### src/rtl/uart_rxm_pkg.sv
// Shared types and helpers for the mute-capable UART receiver.
// Assumes nothing beyond IEEE 1800-2017 synthesizable constructs.
package uart_rxm_pkg;

    typedef enum logic [2:0] {
        ST_IDLE,
        ST_START,
        ST_DATA,
        ST_PAR,
        ST_STOP
    } rx_state_e;

    // Two-out-of-three vote used for every bit decision.
    function automatic logic maj3(input logic a, input logic b, input logic c);
        return (a & b) | (a & c) | (b & c);
    endfunction

endpackage

### src/rtl/rxm_frame_rx.sv
// Frame deserializer: finds a start bit, votes each bit from three mid-bit
// samples and assembles data, parity and stop into one word.
// Assumes rx is synchronous to clk and OSR is a power of two (counter wraps).
module rxm_frame_rx
    import uart_rxm_pkg::*;
#(
    parameter int OSR  = 16,
    parameter int MAXW = 9
) (
    input  logic            clk,
    input  logic            rst_n,
    input  logic            tick,
    input  logic            rx,
    input  logic            word9,
    input  logic            par_en,
    input  logic            par_odd,
    output logic            busy,
    output logic            done,
    output logic [MAXW-1:0] word,
    output logic            par_err
);
    localparam int CW = $clog2(OSR);
    localparam int BW = $clog2(MAXW + 1);
    localparam logic [CW-1:0] SMP_A = CW'(OSR / 2 - 1);
    localparam logic [CW-1:0] SMP_B = CW'(OSR / 2);
    localparam logic [CW-1:0] SMP_C = CW'(OSR / 2 + 1);
    localparam logic [CW-1:0] CNT_END = CW'(OSR - 1);

    rx_state_e        st;
    logic [CW-1:0]    cnt;
    logic             s_a, s_b, pbit;
    logic [BW-1:0]    bidx;
    logic [MAXW-1:0]  shreg;
    logic [BW-1:0]    last_bit;
    logic             vote;

    // Index of the final data bit for the selected word length.
    assign last_bit = word9 ? BW'(MAXW - 1) : BW'(MAXW - 2);
    assign vote     = maj3(s_a, s_b, rx);
    assign busy     = (st != ST_IDLE);

    // Bit-timing state machine, advanced only on oversampling ticks.
    always_ff @(posedge clk) begin
        if (!rst_n) begin
            st      <= ST_IDLE;
            cnt     <= '0;
            s_a     <= 1'b1;
            s_b     <= 1'b1;
            pbit    <= 1'b0;
            bidx    <= '0;
            shreg   <= '0;
            done    <= 1'b0;
            word    <= '0;
            par_err <= 1'b0;
        end else begin
            done <= 1'b0;
            if (tick) begin
                if (st == ST_IDLE) begin
                    if (!rx) begin
                        st    <= ST_START;
                        cnt   <= CW'(1);
                        shreg <= '0;
                    end
                end else begin
                    cnt <= cnt + 1'b1;
                    if (cnt == SMP_A) s_a <= rx;
                    if (cnt == SMP_B) s_b <= rx;
                    if (cnt == SMP_C) begin
                        case (st)
                            ST_START: if (vote) st <= ST_IDLE;
                            ST_DATA:  shreg[bidx] <= vote;
                            ST_PAR:   pbit <= vote;
                            ST_STOP: begin
                                done    <= 1'b1;
                                word    <= shreg;
                                par_err <= par_en && ((^shreg ^ pbit) != par_odd);
                                st      <= ST_IDLE;
                            end
                            default: ;
                        endcase
                    end
                    if (cnt == CNT_END) begin
                        case (st)
                            ST_START: begin
                                st   <= ST_DATA;
                                bidx <= '0;
                            end
                            ST_DATA: begin
                                if (bidx == last_bit) st <= par_en ? ST_PAR : ST_STOP;
                                else                  bidx <= bidx + 1'b1;
                            end
                            ST_PAR:  st <= ST_STOP;
                            default: ;
                        endcase
                    end
                end
            end
        end
    end


    done_pulse_chk: assert property (@(posedge clk) disable iff (!rst_n)
        done |=> !done);

endmodule

### src/rtl/rxm_idle_det.sv
// Idle-line detector: counts ticks of high, quiet line and raises a one-cycle
// event after a full frame time, at most once per received word.
// Assumes busy is high for the whole of any frame in progress.
module rxm_idle_det #(
    parameter int OSR  = 16,
    parameter int MAXW = 9
) (
    input  logic clk,
    input  logic rst_n,
    input  logic tick,
    input  logic rx,
    input  logic busy,
    input  logic word_done,
    input  logic word9,
    input  logic par_en,
    output logic idle_evt
);
    localparam int FMAX = OSR * (MAXW + 3);
    localparam int FW   = $clog2(FMAX + 1);

    logic [FW-1:0] ctr;
    logic [FW-1:0] frame_ticks;
    logic          armed;

    // Frame length in ticks for the current format.
    always_comb begin
        frame_ticks = FW'(OSR * (2 + (word9 ? MAXW : MAXW - 1) + (par_en ? 1 : 0)));
    end

    assign idle_evt = tick && rx && !busy && armed && (ctr == frame_ticks - FW'(1));

    // Quiet-line counter and the arm bit re-set by every received word.
    always_ff @(posedge clk) begin
        if (!rst_n) begin
            ctr   <= '0;
            armed <= 1'b0;
        end else begin
            if (word_done)     armed <= 1'b1;
            else if (idle_evt) armed <= 1'b0;
            if (tick) begin
                if (busy || !rx)            ctr <= '0;
                else if (ctr != frame_ticks) ctr <= ctr + 1'b1;
            end
        end
    end


    idle_once_chk: assert property (@(posedge clk) disable iff (!rst_n)
        idle_evt |=> !idle_evt);

endmodule

### src/rtl/rxm_mute_ctl.sv
// Mute state: software writes, wakeup by idle line or by matching address
// word, and the decision whether a finished word reaches the data register.
// Assumes word_msb and word_low belong to the word flagged by word_done.
module rxm_mute_ctl #(
    parameter int ADDRW = 4
) (
    input  logic             clk,
    input  logic             rst_n,
    input  logic             wake_addr,
    input  logic [ADDRW-1:0] node_addr,
    input  logic             word_done,
    input  logic             word_msb,
    input  logic [ADDRW-1:0] word_low,
    input  logic             idle_evt,
    input  logic             mute_wr,
    input  logic             mute_wdata,
    input  logic             rxne,
    output logic             muted,
    output logic             deliver
);
    logic addr_hit;
    logic wake;

    assign addr_hit = wake_addr && word_msb && (word_low == node_addr);
    assign wake     = muted && (wake_addr ? (word_done && addr_hit) : idle_evt);
    assign deliver  = word_done && (!muted || addr_hit);

    // Mute register: wakeup first, then guarded software write.
    always_ff @(posedge clk) begin
        if (!rst_n)                                   muted <= 1'b0;
        else if (wake)                                muted <= 1'b0;
        else if (mute_wr && !(wake_addr && rxne))     muted <= mute_wdata;
    end


    mute_lock_chk: assert property (@(posedge clk) disable iff (!rst_n)
        (wake_addr && rxne && mute_wr && !word_done) |=> (muted == $past(muted)));


    idle_wake_chk: assert property (@(posedge clk) disable iff (!rst_n)
        (muted && !wake_addr && idle_evt) |=> !muted);


    addr_ignore_chk: assert property (@(posedge clk) disable iff (!rst_n)
        (muted && wake_addr && word_done && !word_msb) |-> !deliver);

endmodule

### src/rtl/uart_rx_mute.sv
// Top of the mute-capable UART receiver: data register, status flags and
// interrupt around the deserializer, idle detector and mute control.
// Assumes rx_line is already synchronous and os_tick is a one-cycle strobe.
module uart_rx_mute #(
    parameter int OSR   = 16,
    parameter int MAXW  = 9,
    parameter int ADDRW = 4
) (
    input  logic             clk,
    input  logic             rst_n,
    input  logic             rx_line,
    input  logic             os_tick,
    input  logic             cfg_word9,
    input  logic             cfg_par_en,
    input  logic             cfg_par_odd,
    input  logic             cfg_wake_addr,
    input  logic [ADDRW-1:0] cfg_node_addr,
    input  logic             ie_rxne,
    input  logic             ie_perr,
    input  logic             ie_idle,
    input  logic             mute_wr,
    input  logic             mute_wdata,
    input  logic             rd_data,
    input  logic             clr_rxne,
    input  logic             clr_perr,
    input  logic             clr_idle,
    output logic [MAXW-1:0]  rx_data,
    output logic             rxne,
    output logic             perr,
    output logic             idle,
    output logic             muted,
    output logic             irq
);
    logic            busy, word_done, word_perr, idle_evt, deliver, word_msb;
    logic [MAXW-1:0] word;

    rxm_frame_rx #(.OSR(OSR), .MAXW(MAXW)) u_frame (
        .clk(clk), .rst_n(rst_n), .tick(os_tick), .rx(rx_line),
        .word9(cfg_word9), .par_en(cfg_par_en), .par_odd(cfg_par_odd),
        .busy(busy), .done(word_done), .word(word), .par_err(word_perr)
    );

    rxm_idle_det #(.OSR(OSR), .MAXW(MAXW)) u_idle (
        .clk(clk), .rst_n(rst_n), .tick(os_tick), .rx(rx_line), .busy(busy),
        .word_done(word_done), .word9(cfg_word9), .par_en(cfg_par_en),
        .idle_evt(idle_evt)
    );

    assign word_msb = cfg_word9 ? word[MAXW-1] : word[MAXW-2];

    rxm_mute_ctl #(.ADDRW(ADDRW)) u_mute (
        .clk(clk), .rst_n(rst_n), .wake_addr(cfg_wake_addr),
        .node_addr(cfg_node_addr), .word_done(word_done), .word_msb(word_msb),
        .word_low(word[ADDRW-1:0]), .idle_evt(idle_evt), .mute_wr(mute_wr),
        .mute_wdata(mute_wdata), .rxne(rxne), .muted(muted), .deliver(deliver)
    );

    // Data register and flags; a set in the same cycle wins over a clear.
    always_ff @(posedge clk) begin
        if (!rst_n) begin
            rx_data <= '0;
            rxne    <= 1'b0;
            perr    <= 1'b0;
            idle    <= 1'b0;
        end else begin
            if (deliver) rx_data <= word;
            if (deliver)                    rxne <= 1'b1;
            else if (rd_data || clr_rxne)   rxne <= 1'b0;
            if (deliver && word_perr)       perr <= 1'b1;
            else if (clr_perr)              perr <= 1'b0;
            if (idle_evt)                   idle <= 1'b1;
            else if (clr_idle)              idle <= 1'b0;
        end
    end

    assign irq = (rxne && ie_rxne) || (perr && ie_perr) || (idle && ie_idle);


    rxne_src_chk: assert property (@(posedge clk) disable iff (!rst_n)
        $rose(rxne) |-> $past(deliver));


    mute_drop_chk: assert property (@(posedge clk) disable iff (!rst_n)
        (word_done && !deliver) |=> $stable(rx_data));


    idle_src_chk: assert property (@(posedge clk) disable iff (!rst_n)
        $rose(idle) |-> $past(idle_evt));

endmodule

### config.mk
export PLATFORM = sky130hd
export DESIGN_NAME = uart_rx_mute
export DESIGN_NICKNAME = d
export VERILOG_FILES = /design/src/rtl/uart_rxm_pkg.sv /design/src/rtl/rxm_frame_rx.sv /design/src/rtl/rxm_idle_det.sv /design/src/rtl/rxm_mute_ctl.sv /design/src/rtl/uart_rx_mute.sv
export SDC_FILE = /design/constraint.sdc
export NUM_CORES = 1
export LEC_CHECK = 0
export BUFFER_PORTS_ARGS = -buffer_cell sky130_fd_sc_hd__buf_4
export CAP_MARGIN = 20
export CORE_MARGIN = 2
export CORE_UTILIZATION = 63
export CTS_BUF_LIST = sky130_fd_sc_hd__clkbuf_4
export DETAILED_ROUTE_END_ITERATION = 8
export PLACE_DENSITY_LB_ADDON = 0.25
export SYNTH_ARGS = -nofsm -noshare
export SYNTH_HDL_FRONTEND = slang
export SYNTH_SLANG_ARGS = --single-unit
### constraint.sdc
create_clock -name clk -period 4 [get_ports clk]
set_input_delay 0.2 -clock clk [delete_from_list [all_inputs] [get_ports clk]]
set_output_delay 0.2 -clock clk [all_outputs]
set_load 0.1 [all_outputs]
Yosys cells after proc, flatten, opt, wreduce, memory -nomap -nowiden:

Cells that the tools add are included.

* add/sub/neg operators: 6
* $lt $le $gt $ge: 2
* equal/unequal tests: 15
* mux-type cells: 36
* bitwise logic cells: 10
* reductions and logical operators: 47

Operators by type and width (number)
* 9-bit 2-to-1 mux: 4
* 3-bit 2-to-1 mux: 7
* 1-bit logical AND: 17
* 4-bit 2-to-1 mux: 4
* 8-bit 2-to-1 mux: 2
* 2-bit nonzero test: 8
* 1-bit 2-to-1 mux: 14
* 4-bit == test (second input constant): 3
* 4-bit AND reduction: 3
* 9-bit bitwise mux: 1
* 3-bit one-hot mux with 3 select lines: 1
* 9-bit parity: 1
* 4-bit by 1-bit adder with 4-bit output (second input constant): 2
* 8-bit by 1-bit adder with 8-bit output (second input constant): 1
* 4-bit == test: 2
* 8-bit == test: 1
* 8-bit inequality test: 1
* 4-bit one-hot mux with 2 select lines: 1
* 8-bit by 1-bit subtractor with 8-bit output (second input constant): 1
* 3-bit by 2-bit == test with 1-bit output (second input constant): 2
* 3-bit one-hot mux with 2 select lines: 1
* 3-bit AND reduction: 2
* 1-bit logical OR: 5
* 4-bit by 5-bit < comparator with 1-bit output (second input constant): 1
* 20 further kinds: 31

* flip-flop bits (word level): 56
* output and inout bits: 14
* word-level logic and storage cells: 133

Longest topological paths before layout:

Gate-level depths: netlist of the first run.

* word-level depth: 10
* mapped depth: 8
* gate-level depth less buffers: 7

Cells and area by module:

A second synthesis of the first run with hierarchy kept.

* cell total of the unflattened synthesis: 350
* area total of the unflattened synthesis: 3150.5 µm²

By module, submodules not included
* rxm_frame_rx: times used 1, cells an instance 211, area an instance 1894.3 µm²
* rxm_idle_det: times used 1, cells an instance 81, area an instance 661.9 µm²
* uart_rx_mute: times used 1, cells an instance 43, area an instance 473.0 µm²
* rxm_mute_ctl: times used 1, cells an instance 15, area an instance 121.4 µm²

Worst setup path before layout of the first run:

No wires, ideal clock.

* kind: reg-to-output
* start point: register rxne
* end point: output irq
* data arrival time: 1.851 ns
* data required time: 3.800 ns
* slack: 1.949 ns
* stages on the path, launching flop included: 3
* buffers on the path: 0
* path through: dfxtp_1 a222oi_1 inv_1

* longest elaborated chain between the ends: 3

RTL lines
* from (decl): RTL line uart_rx_mute.sv:28 `output logic rxne,`
* from (signal assigned): RTL line uart_rx_mute.sv:62 `rxne <= 1'b0;`
* from (signal assigned): RTL line uart_rx_mute.sv:67 `if (deliver) rxne <= 1'b1;`
* from (signal assigned): RTL line uart_rx_mute.sv:68 `else if (rd_data || clr_rxne) rxne <= 1'b0;`
* 1-bit logical AND: RTL line uart_rx_mute.sv:76 `assign irq = (rxne && ie_rxne) || (perr && ie_perr) || (idle && ie_idle);`
* 1-bit logical OR (2 in a row): RTL line uart_rx_mute.sv:76
* to (decl): RTL line uart_rx_mute.sv:32 `output logic irq`

Every way passes these cells.

Worst setup path in the final report of the first run:

* start point: register u_frame.st[0]
* end point: register u_mute.muted

* longest elaborated chain between the ends: 8

RTL lines
* from (decl): RTL line rxm_frame_rx.sv:29 `rx_state_e st;`
* from (signal assigned): RTL line rxm_frame_rx.sv:89 `if (bidx == last_bit) st <= par_en ? ST_PAR : ST_STOP;`
* 3-bit nonzero test: RTL line rxm_frame_rx.sv:40 `assign busy = (st != ST_IDLE);`
* 1-bit logical NOT: RTL line rxm_idle_det.sv:30 `assign idle_evt = tick && rx && !busy && armed && (ctr == frame_ticks - FW'(1));`
* 1-bit logical AND (3 in a row): RTL line rxm_idle_det.sv:30
* 1-bit 2-to-1 mux: RTL line rxm_mute_ctl.sv:25 `assign wake = muted && (wake_addr ? (word_done && addr_hit) : idle_evt);`
* 1-bit logical AND: RTL line rxm_mute_ctl.sv:25
* 2-bit OR reduction (no source line)
* to (signal assigned): RTL line rxm_mute_ctl.sv:32 `else if (mute_wr && !(wake_addr && rxne)) muted <= mute_wdata;`
* to (decl): RTL line rxm_mute_ctl.sv:18 `output logic muted,`

Every way passes these cells.
A chain may end at the register's enable or synchronous reset.

==> qor.csv, run 1 <==
stage;metric;value;unit
placed_design;place_ws;1610;ps
layout;nets;392;
cts;clockBufferDepth;2;
synth;synth_simple_gate_area_share;23.9;%
routing;ant_nets;0;
power;powerDensity;288;nW/um^2
sta;hold_ws;49.7;ps
sta;grt_setup_unrepaired;no;
synth;yosys.area_share.adder;5.11;%
sta;tns;0;ps
sta;fmax;408;MHz
die;die_h;71.7;um
placed_design;place_inst;405;
layout;drive_gt1_share;13.6;%
synth;syn_avg_cell_area;8.70;um^2
cts;numCtsBuffers;5;
worst_setup_path;crit_arrival;2720;ps
routing;via_count;2436;
global_route;antenna_found_initial;0;
global_route;grt.total_usage;24.6;%
cts;cts.sinks;56;
die;die_area;5140;um^2
worst_setup_path;cp-end-kind;flop;
global_route;grt_max_degree;35;
routing;drt_iter0_drc;174;
global_route;grt_pass1_wl;10.1;mm
worst_hold_path;hold_path.class;input port to flop;
global_route;grt_pass1_vias;2288;
worst_setup_path;crit_family;simple AND/OR/NAND/NOR gates;
sta;min_period;2450;ps
sta;relSlewSlack;36.3;%
sta;setup_viol_count_final;0;
cts;post_cts_buffers;0;
synth;synthCells;332;
die;die_width;71.7;um
synth;synth.net_count;364;
routing;vias_per_cell;5.90;
sta;finalClockSkew;11.3;ps
cts;clk_latency;390;ps
routing;wirelength;6.02;mm
worst_setup_path;path_cells;nor3_2 -> nand3_1 -> or4_1 -> o21ai_0 -> a211oi_1;
worst_setup_path;critPathSlowestCell;nor3_2;
synth;synth_top_family_by_area;simple AND/OR/NAND/NOR gates;
die;initial_core_util;65.9;%
placed_design;place_area;3150;um^2
placed_design;dp_hpwl;4.49;mm
layout;final_area;3210;um^2
cts;clkSlewWorstSetupHoldPaths;170;ps
sta;drv_slew;0;
run;max_cap_viol_count;0;
synth;synth-seq-cells;56;
cts;htree_levels;2;
layout;diodes;0;
synth;synthesis.area;2890;um^2
synth;synth_xor_xnor_area_share;6.97;%
die;fp-row-count;24;
synth;synth_warnings;0;
routing;wire_per_inst;14.6;um
worst_setup_path;crit_required;4270;ps
layout;instances_no_fill;413;
routing;dr.pass1.iters;4;
worst_setup_path;critPathMaxStageDelay;700;ps
global_route;overflow;0;
synth;async_reset_ff_share;0;%
power;ir_worst_vdd;0.176;mV
synth;ys.flop_type;dfxtp_1;
synth;ys_types;49;
placed_design;numPortBuffers;34;
synth;synth_edf_count;0;
sta;setup_ws;1550;ps
status;status;complete, no violations;
cts;cts_resized;0;
synth;ys_seq_area_share;38.8;%
sta;period_share;61.3;%
die;core-area;4380;um^2
worst_setup_path;worstPathMaxFanout;15;
layout;layout-area-overhead-vs-synth;11.1;%
worst_setup_path;cp_num_buf_inv;0;
placed_design;routabilityCongestion;0.870;
cts;cts_hold_buf;0;
synth;synth.area.mux_share;7.97;%
power;leakagePower;1.40;nW
synth;synth_compound_area_share;13.0;%
die;ios;35;
cts;root_buffer;clkbuf_4;
sta;hold_viol;0;
sta;worst_slew_pin_slew;950;ps
worst_setup_path;cp-start-kind;flop;
worst_setup_path;crit_type;flop to flop;
routing;drc;0;
cts;cts_tree;built;
worst_setup_path;r2r_slack;1550;ps
## routing by layer
layer / GRT usage [%] / wire length, um
met5: 0 / 0
met4: 10.5 / 89
met3: 4.08 / 429
met2: 41.4 / 2820
met1: 31.2 / 2680
## cell usage in the layout, fill, tap and decap left out, drive strengths merged, types with 2 or more instances in the layout
cell type	Yosys	layout
o211ai	10	10
nand4	7	7
nor4	3	3
nand3b	3	3
and2	2	2
or4b	2	2
nand2	35	35
inv	13	15
dfxtp	56	56
mux2i	23	23
nor3	6	6
and3	2	2
ha	11	11
o21ai	6	6
nor2	38	38
nor4b	3	3
buf	3	35
a22oi	3	3
or3	2	2
xnor2	12	12
nand3	5	5
a31oi	2	2
o31ai	3	3
a21oi	24	24
xor2	11	11
clkbuf	11	5
nor3b	3	3
nand4b	4	4
a211oi	3	3
nor2b	6	6
nand2b	7	7
and3b	2	2
## flip-flops by register name, summed over array words and instances, names as in the netlist
register,count
rx_data,9
u_frame.shreg,9
u_frame.word,9
u_idle.ctr,8
u_frame.bidx,4
u_frame.cnt,4
u_frame.st,3
idle,1
perr,1
rxne,1
u_frame.done,1
u_frame.par_err,1
u_frame.pbit,1
u_frame.s_a,1
u_frame.s_b,1
u_idle.armed,1
u_mute.muted,1
## worst min-delay path: stages
cell     delay (ps)
buf_4            80
nor2_1           30
nand2_1          50
a21oi_1          60
## metrics by stage
| stage | power (W) | utilization [%] |
|---|---|---|
| CTS | 0.000928 | 73.2 |
| detailed placement | 0.000667 | 71.8 |
| global route | 0.000956 | 73.2 |
| floorplan | 0.000637 | - |
| global placement | 0.000665 | 71.8 |
| finish | 0.000923 | 73.2 |
## Yosys cell counts, drive strengths merged (2+ instances only)
master	n	area share, %
a211oi	3	0.78
a21oi	24	4.2
a22oi	3	0.78
a31oi	2	0.43
and2	2	0.48
and3	2	0.43
and3b	2	0.61
buf	3	0.95
clkbuf	11	1.5
dfxtp	56	39
ha	11	4.8
inv	13	1.7
mux2i	23	8.0
nand2	35	4.5
nand2b	7	1.8
nand3	5	0.87
nand3b	3	0.78
nand4	7	1.5
nand4b	4	1.2
nor2	38	4.9
nor2b	6	1.3
nor3	6	1.2
nor3b	3	0.78
nor4	3	0.65
nor4b	3	0.91
o211ai	10	2.6
o21ai	6	1.0
o31ai	3	0.78
or3	2	0.43
or4b	2	0.82
xnor2	12	3.6
xor2	11	3.3
## cells by family after synthesis
| logic type | count (synthesis) |
|---|---|
| and+or+nand+nor | 132 |
| AOI/OAI and AO/OA | 58 |
| DFF | 56 |
| buffers and inverters | 28 |
| xor gates and xnor gates | 23 |
| muxes | 23 |
| adders and majority gates | 12 |
## power breakdown
| part | switching [W] | internal (W) |
|---|---|---|
| logic | 0.0000505 | 0.0000356 |
| registers | 0.00000753 | 0.000563 |
| clock network | 0.000193 | 0.0000734 |
| total | 0.000251 | 0.000672 |
## final timing paths
check | startpoint | cells past startpoint | endpoint
worst max-delay path | u_frame.st[0]$_SDFFE_PN0P_ | 5 | u_mute.muted$_SDFFE_PP0P_
worst min-delay path | rd_data | 4 | rxne$_SDFFE_PN0P_
worst max register to register | u_frame.st[0]$_SDFFE_PN0P_ | 5 | u_mute.muted$_SDFFE_PP0P_
worst min register to register | u_frame.s_b$_SDFFE_PN1P_ | 2 | u_frame.s_b$_SDFFE_PN1P_
## layout make-up
type | count | area, um^2
multi-input combinational | 248 | 1650
clock buffer | 5 | 37.5
inverter | 14 | 52.6
timing repair buffer | 35 | 263
clock inverter | 3 | 25.0
sequential | 56 | 1120
fill | 329 | 1170
tap | 52 | 65.1
Power figures use the tool's default switching activity.
==> run 2: changes to the inputs <==
Settings changed: CORE_UTILIZATION 63 to 60.
Clock period 4 ns to 2.3 ns, I/O delays scaled along.
==> qor.csv, run 2 (synthesis gave the netlist of run 1 again) <==
stage;metric;value;unit
routing;via_count;2465;
global_route;grt_max_degree;25;
routing;drc;0;
sta;setup_ws;219;ps
placed_design;place_area;3190;um^2
layout;nFillCells;373;
cts;cts_tree;built;
cts;clockBufferDepth;2;
worst_setup_path;crit_arrival;2380;ps
global_route;grt_pass1_vias;2234;
sta;tns;0;ps
worst_setup_path;cp-start-kind;flop;
cts;cts.sinks;56;
global_route;antenna_found_initial;0;
cts;clk_latency;390;ps
run;max_cap_viol_count;0;
die;core-area;4690;um^2
power;ir_worst_vdd;0.322;mV
routing;drt_iter0_drc;131;
sta;hold_viol;0;
layout;seq_area;1120;um^2
worst_hold_path;hold_path.class;input port to flop;
die;initial_core_util;61.6;%
layout;finish.utilization;71.0;%
power;powerDensity;489;nW/um^2
global_route;overflow;0;
cts;htree_levels;2;
status;status;complete, no violations;
layout;reg_top3;rx_data (9), u_frame.shreg (9), u_frame.word (9);
placed_design;dp_hpwl;4.40;mm
sta;relSlewSlack;53.2;%
sta;fmax;480;MHz
worst_setup_path;cp-end-kind;flop;
routing;dr.pass1.iters;4;
sta;setup_viol_count_final;0;
cts;root_buffer;clkbuf_4;
global_route;grt_pass1_wl;10.1;mm
die;fp-row-count;25;
layout;layout-area-overhead-vs-synth;15.3;%
sta;min_period;2080;ps
power;p_total;0.00163;W
power;leakagePower;1.46;nW
worst_setup_path;crit_type;flop to flop;
routing;wirelength;6.03;mm
die;ios;35;
placed_design;place_ws;387;ps
sta;drv_slew;0;
routing;vias_per_cell;5.76;
sta;period_share;90.5;%
routing;wire_per_inst;14.1;um
layout;final_common_cell;dfxtp_1;
cts;numCtsBuffers;5;
sta;grt_setup_unrepaired;no;
layout;multi_input_area;1650;um^2
layout;drive_gt1_share;15.0;%
cts;clkSlewWorstSetupHoldPaths;170;ps
placed_design;numPortBuffers;34;
layout;nets;405;
sta;finalClockSkew;10.5;ps
worst_setup_path;worstPathMaxFanout;13;
layout;layout_common_cells;56 x dfxtp_1, 41 x buf_4, 38 x nor2_1;
layout;diodes;0;
sta;worst_slew_pin_slew;693;ps
worst_setup_path;crit_required;2600;ps
layout;final_area;3330;um^2
placed_design;routabilityCongestion;0.799;
routing;ant_nets;0;
die;die_h;73.4;um
die;die_area;5390;um^2
die;die_width;73.4;um
global_route;grt.total_usage;23.4;%
run 2: cell count changes in the layout (fill, tap and decap cells not counted), sizes merged:
cell | before | now
buf | 35 | 41
inv | 15 | 14
clkinv | 1 | 2
dlygate4sd3 | 0 | 7
run 2: worst paths after layout:
kind / from / to / slack (ps) / depth (start not counted)
min: mute_wdata / u_mute.muted$_SDFFE_PP0P_ / 50 / 3
max reg2reg: u_frame.st[2]$_SDFFE_PN0P_ / u_frame.s_b$_SDFFE_PN1P_ / 220 / 7
max: u_frame.st[2]$_SDFFE_PN0P_ / u_frame.s_b$_SDFFE_PN1P_ / 220 / 7
min reg2reg: u_frame.par_err$_SDFFE_PN0P_ / perr$_SDFFE_PN0P_ / 490 / 2
run 2: stage by stage:
stage | hold slack (ps) | cells
floorplan | 240 | 332
global placement | 379 | 413
detailed placement | 381 | 413
finish | 48.4 | 428
CTS | 44.6 | 428
global route | 31.3 | 428
run 2: where the power goes:
group | leakage [nW] | switching, W | internal [W]
clock network | 0.0333 | 0.000342 | 0.000129
logic | 0.973 | 0.0000960 | 0.0000732
registers | 0.452 | 0.00000839 | 0.000979
run 2: routing by layer:
| layer | up-vias | GRT usage [%] | share of wire (%) |
|---|---|---|---|
| met4 | 0 | 7.07 | 1.5 |
| met1 | 1141 | 31.6 | 47 |
| met2 | 64 | 38.4 | 47 |
| li1 | 1250 | - | - |
| met3 | 10 | 4.12 | 5.0 |
| met5 | - | 0 | 0 |
run 2: area by class of cell:
| type | count | area share [%] |
|---|---|---|
| inverters | 14 | 1.58 |
| clock inverters | 3 | 0.826 |
| well taps | 54 | 2.03 |
| multi-input cells | 248 | 49.5 |
| clock buffers | 5 | 1.13 |
| flip-flops and latches | 56 | 33.6 |
| repair buffers | 48 | 11.3 |
run 2: worst max-delay path, stage by stage, from the launching register on:
cell           delay [ps]
dfxtp_1               520
nor3_2                 80
buf_4                 190
nor2b_2               250
nand4b_1              170
mux2i_1               170
nand2_1                60
dlygate4sd3_1         550
run 2: repair_timing:
item,4_1_cts,5_1_grt
hold endpoints to repair,5,0
hold buffers,7,0
gates resized for setup,0,1
setup buffers,0,0
setup endpoints to repair,0,1
==> run 3: changes to the inputs <==
Settings changed: GPL_TIMING_DRIVEN set to 0.
==> qor.csv, run 3 (synthesis gave the netlist of run 1 again) <==
stage;metric;value;unit
layout;layout_common_cells;56 x dfxtp_1, 38 x nor2_1, 35 x nand2_1;
placed_design;routabilityCongestion;0.885;
power;ir_worst_vdd;0.290;mV
global_route;grt_pass1_wl;10.4;mm
layout;nets;410;
routing;via_count;2491;
power;powerDensity;488;nW/um^2
placed_design;numPortBuffers;34;
global_route;grt.met1_usage;31.1;%
routing;drt_iter0_drc;114;
cts;cts_hold_buf;5;
cts;htree_levels;2;
cts;cts.sinks;56;
routing;wire_per_inst;14.7;um
sta;relSlewSlack;52.5;%
global_route;grt.total_usage;24.8;%
die;die_area;5390;um^2
die;fp-row-count;25;
global_route;grtUsageMet2;42.0;%
worst_setup_path;crit_type;flop to flop;
cts;numCtsBuffers;5;
worst_setup_path;cp-end-kind;flop;
global_route;grtUsageMet3;6.17;%
sta;tns;0;ps
sta;min_period;2100;ps
sta;grt_setup_unrepaired;no;
routing;vias_per_cell;5.75;
global_route;grt_pass1_vias;2289;
worst_hold_path;hold_path.class;input port to flop;
worst_hold_path;whs_path_depth;3;
cts;cts_tree;built;
cts;clkSlewWorstSetupHoldPaths;180;ps
sta;fmax;477;MHz
routing;dr.pass1.iters;4;
global_route;top_usage_layer;met2;
sta;setup_viol_count_final;0;
sta;period_share;91.2;%
cts;root_buffer;clkbuf_4;
status;status;complete, no violations;
worst_setup_path;cp-start-kind;flop;
routing;ant_nets;0;
cts;clk_latency;390;ps
cts;post_cts_buffers;0;
global_route;overflow;0;
layout;reg_top3;rx_data (9), u_frame.shreg (9), u_frame.word (9);
die;core-area;4690;um^2
worst_hold_path;whs_endpoint;u_mute.muted$_SDFFE_PP0P_;
worst_setup_path;r2r_cells;7;
global_route;grt_max_degree;20;
sta;finalClockSkew;15.3;ps
routing;drc;0;
die;die_width;73.4;um
worst_setup_path;worstPathMaxFanout;10;
layout;diodes;0;
run;max_cap_viol_count;0;
worst_setup_path;r2r-end;u_frame.word[0]$_SDFFE_PN0P_;
sta;drv_slew;0;
layout;final_common_cell;dfxtp_1;
die;ios;35;
power;leakagePower;1.45;nW
global_route;antenna_found_initial;0;
sta;setup_ws;203;ps
worst_setup_path;reg2reg_from;u_frame.cnt[0]$_SDFFE_PN0P_;
placed_design;place_ws;279;ps
sta;hold_viol;0;
placed_design;dp_hpwl;4.74;mm
die;initial_core_util;61.6;%
cts;cts_resized;0;
worst_setup_path;crit_required;2590;ps
worst_setup_path;crit_arrival;2390;ps
layout;layout-area-overhead-vs-synth;15.2;%
routing;wirelength;6.38;mm
layout;drive_gt1_share;13.7;%
cts;clockBufferDepth;2;
die;die_h;73.4;um
worst_setup_path;r2r_slack;200;ps
worst_hold_path;min-delay-start;mute_wdata;
sta;worst_slew_pin_slew;706;ps
[run 3: changes by cell type in the layout (fill, tap and decap cells not counted), sizes merged]
cell / delta
dlygate4sd3: -2
clkbuf: +11
buf: -4
[run 3: worst max path at each step]
stage                                 from                             to  slack, ps
4_1_cts        u_frame.cnt[0]$_SDFFE_PN0P_   u_frame.word[0]$_SDFFE_PN0P_        210
3_3_place_gp   u_frame.cnt[0]$_SDFFE_PN0P_   u_frame.word[6]$_SDFFE_PN0P_        330
2_1_floorplan            rxne$_SDFFE_PN0P_                            irq        330
3_5_place_dp   u_frame.cnt[0]$_SDFFE_PN0P_   u_frame.word[0]$_SDFFE_PN0P_        280
5_1_grt        u_frame.cnt[0]$_SDFFE_PN0P_  u_frame.shreg[7]$_SDFFE_PN0P_         70
6_report       u_frame.cnt[0]$_SDFFE_PN0P_   u_frame.word[0]$_SDFFE_PN0P_        200
[run 3: worst max-delay path, stage by stage (launching register included)]
cell      delay, ps
dfxtp_1         470
ha_1            220
nand4b_1        170
or4b_1          550
clkbuf_1        170
buf_6           180
mux2i_1         180
nor2_1           60
[run 3: area by class of cell]
cell class / instances / area [um^2]
well taps: 54 / 67.6
plain buffers: 14 / 70.1
inverters: 14 / 52.6
clock inverters: 3 / 27.5
flip-flops and latches: 56 / 1120
fillers: 373 / 1370
clock buffers: 5 / 37.5
repair buffers: 39 / 305
multi-input cells: 248 / 1650
[run 3: routing by layer]
metal / wire [um] / up-vias
li1: - / 1253
met1: 2910 / 1175
met2: 3050 / 57
met3: 356 / 6
met4: 62 / 0
met5: 0 / -
[run 3: stage by stage]
stage	hold WS (ps)	total power [W]	instances	instance area, um^2	util (%)
after floorplan	240	0.00111	332	2890	-
after global placement	373	0.00117	420	3210	68.5
after detailed placement	380	0.00117	420	3210	68.5
after CTS	27.2	0.00163	433	3330	70.9
after global routing	19.1	0.00169	433	3330	70.9
final	35.3	0.00162	433	3330	70.9
[run 3: report_power, final]
part	switching (W)	internal, W	leakage, nW
sequential	0.00000975	0.000979	0.452
combinational	0.0000975	0.0000729	0.963
clock	0.000334	0.000129	0.0333
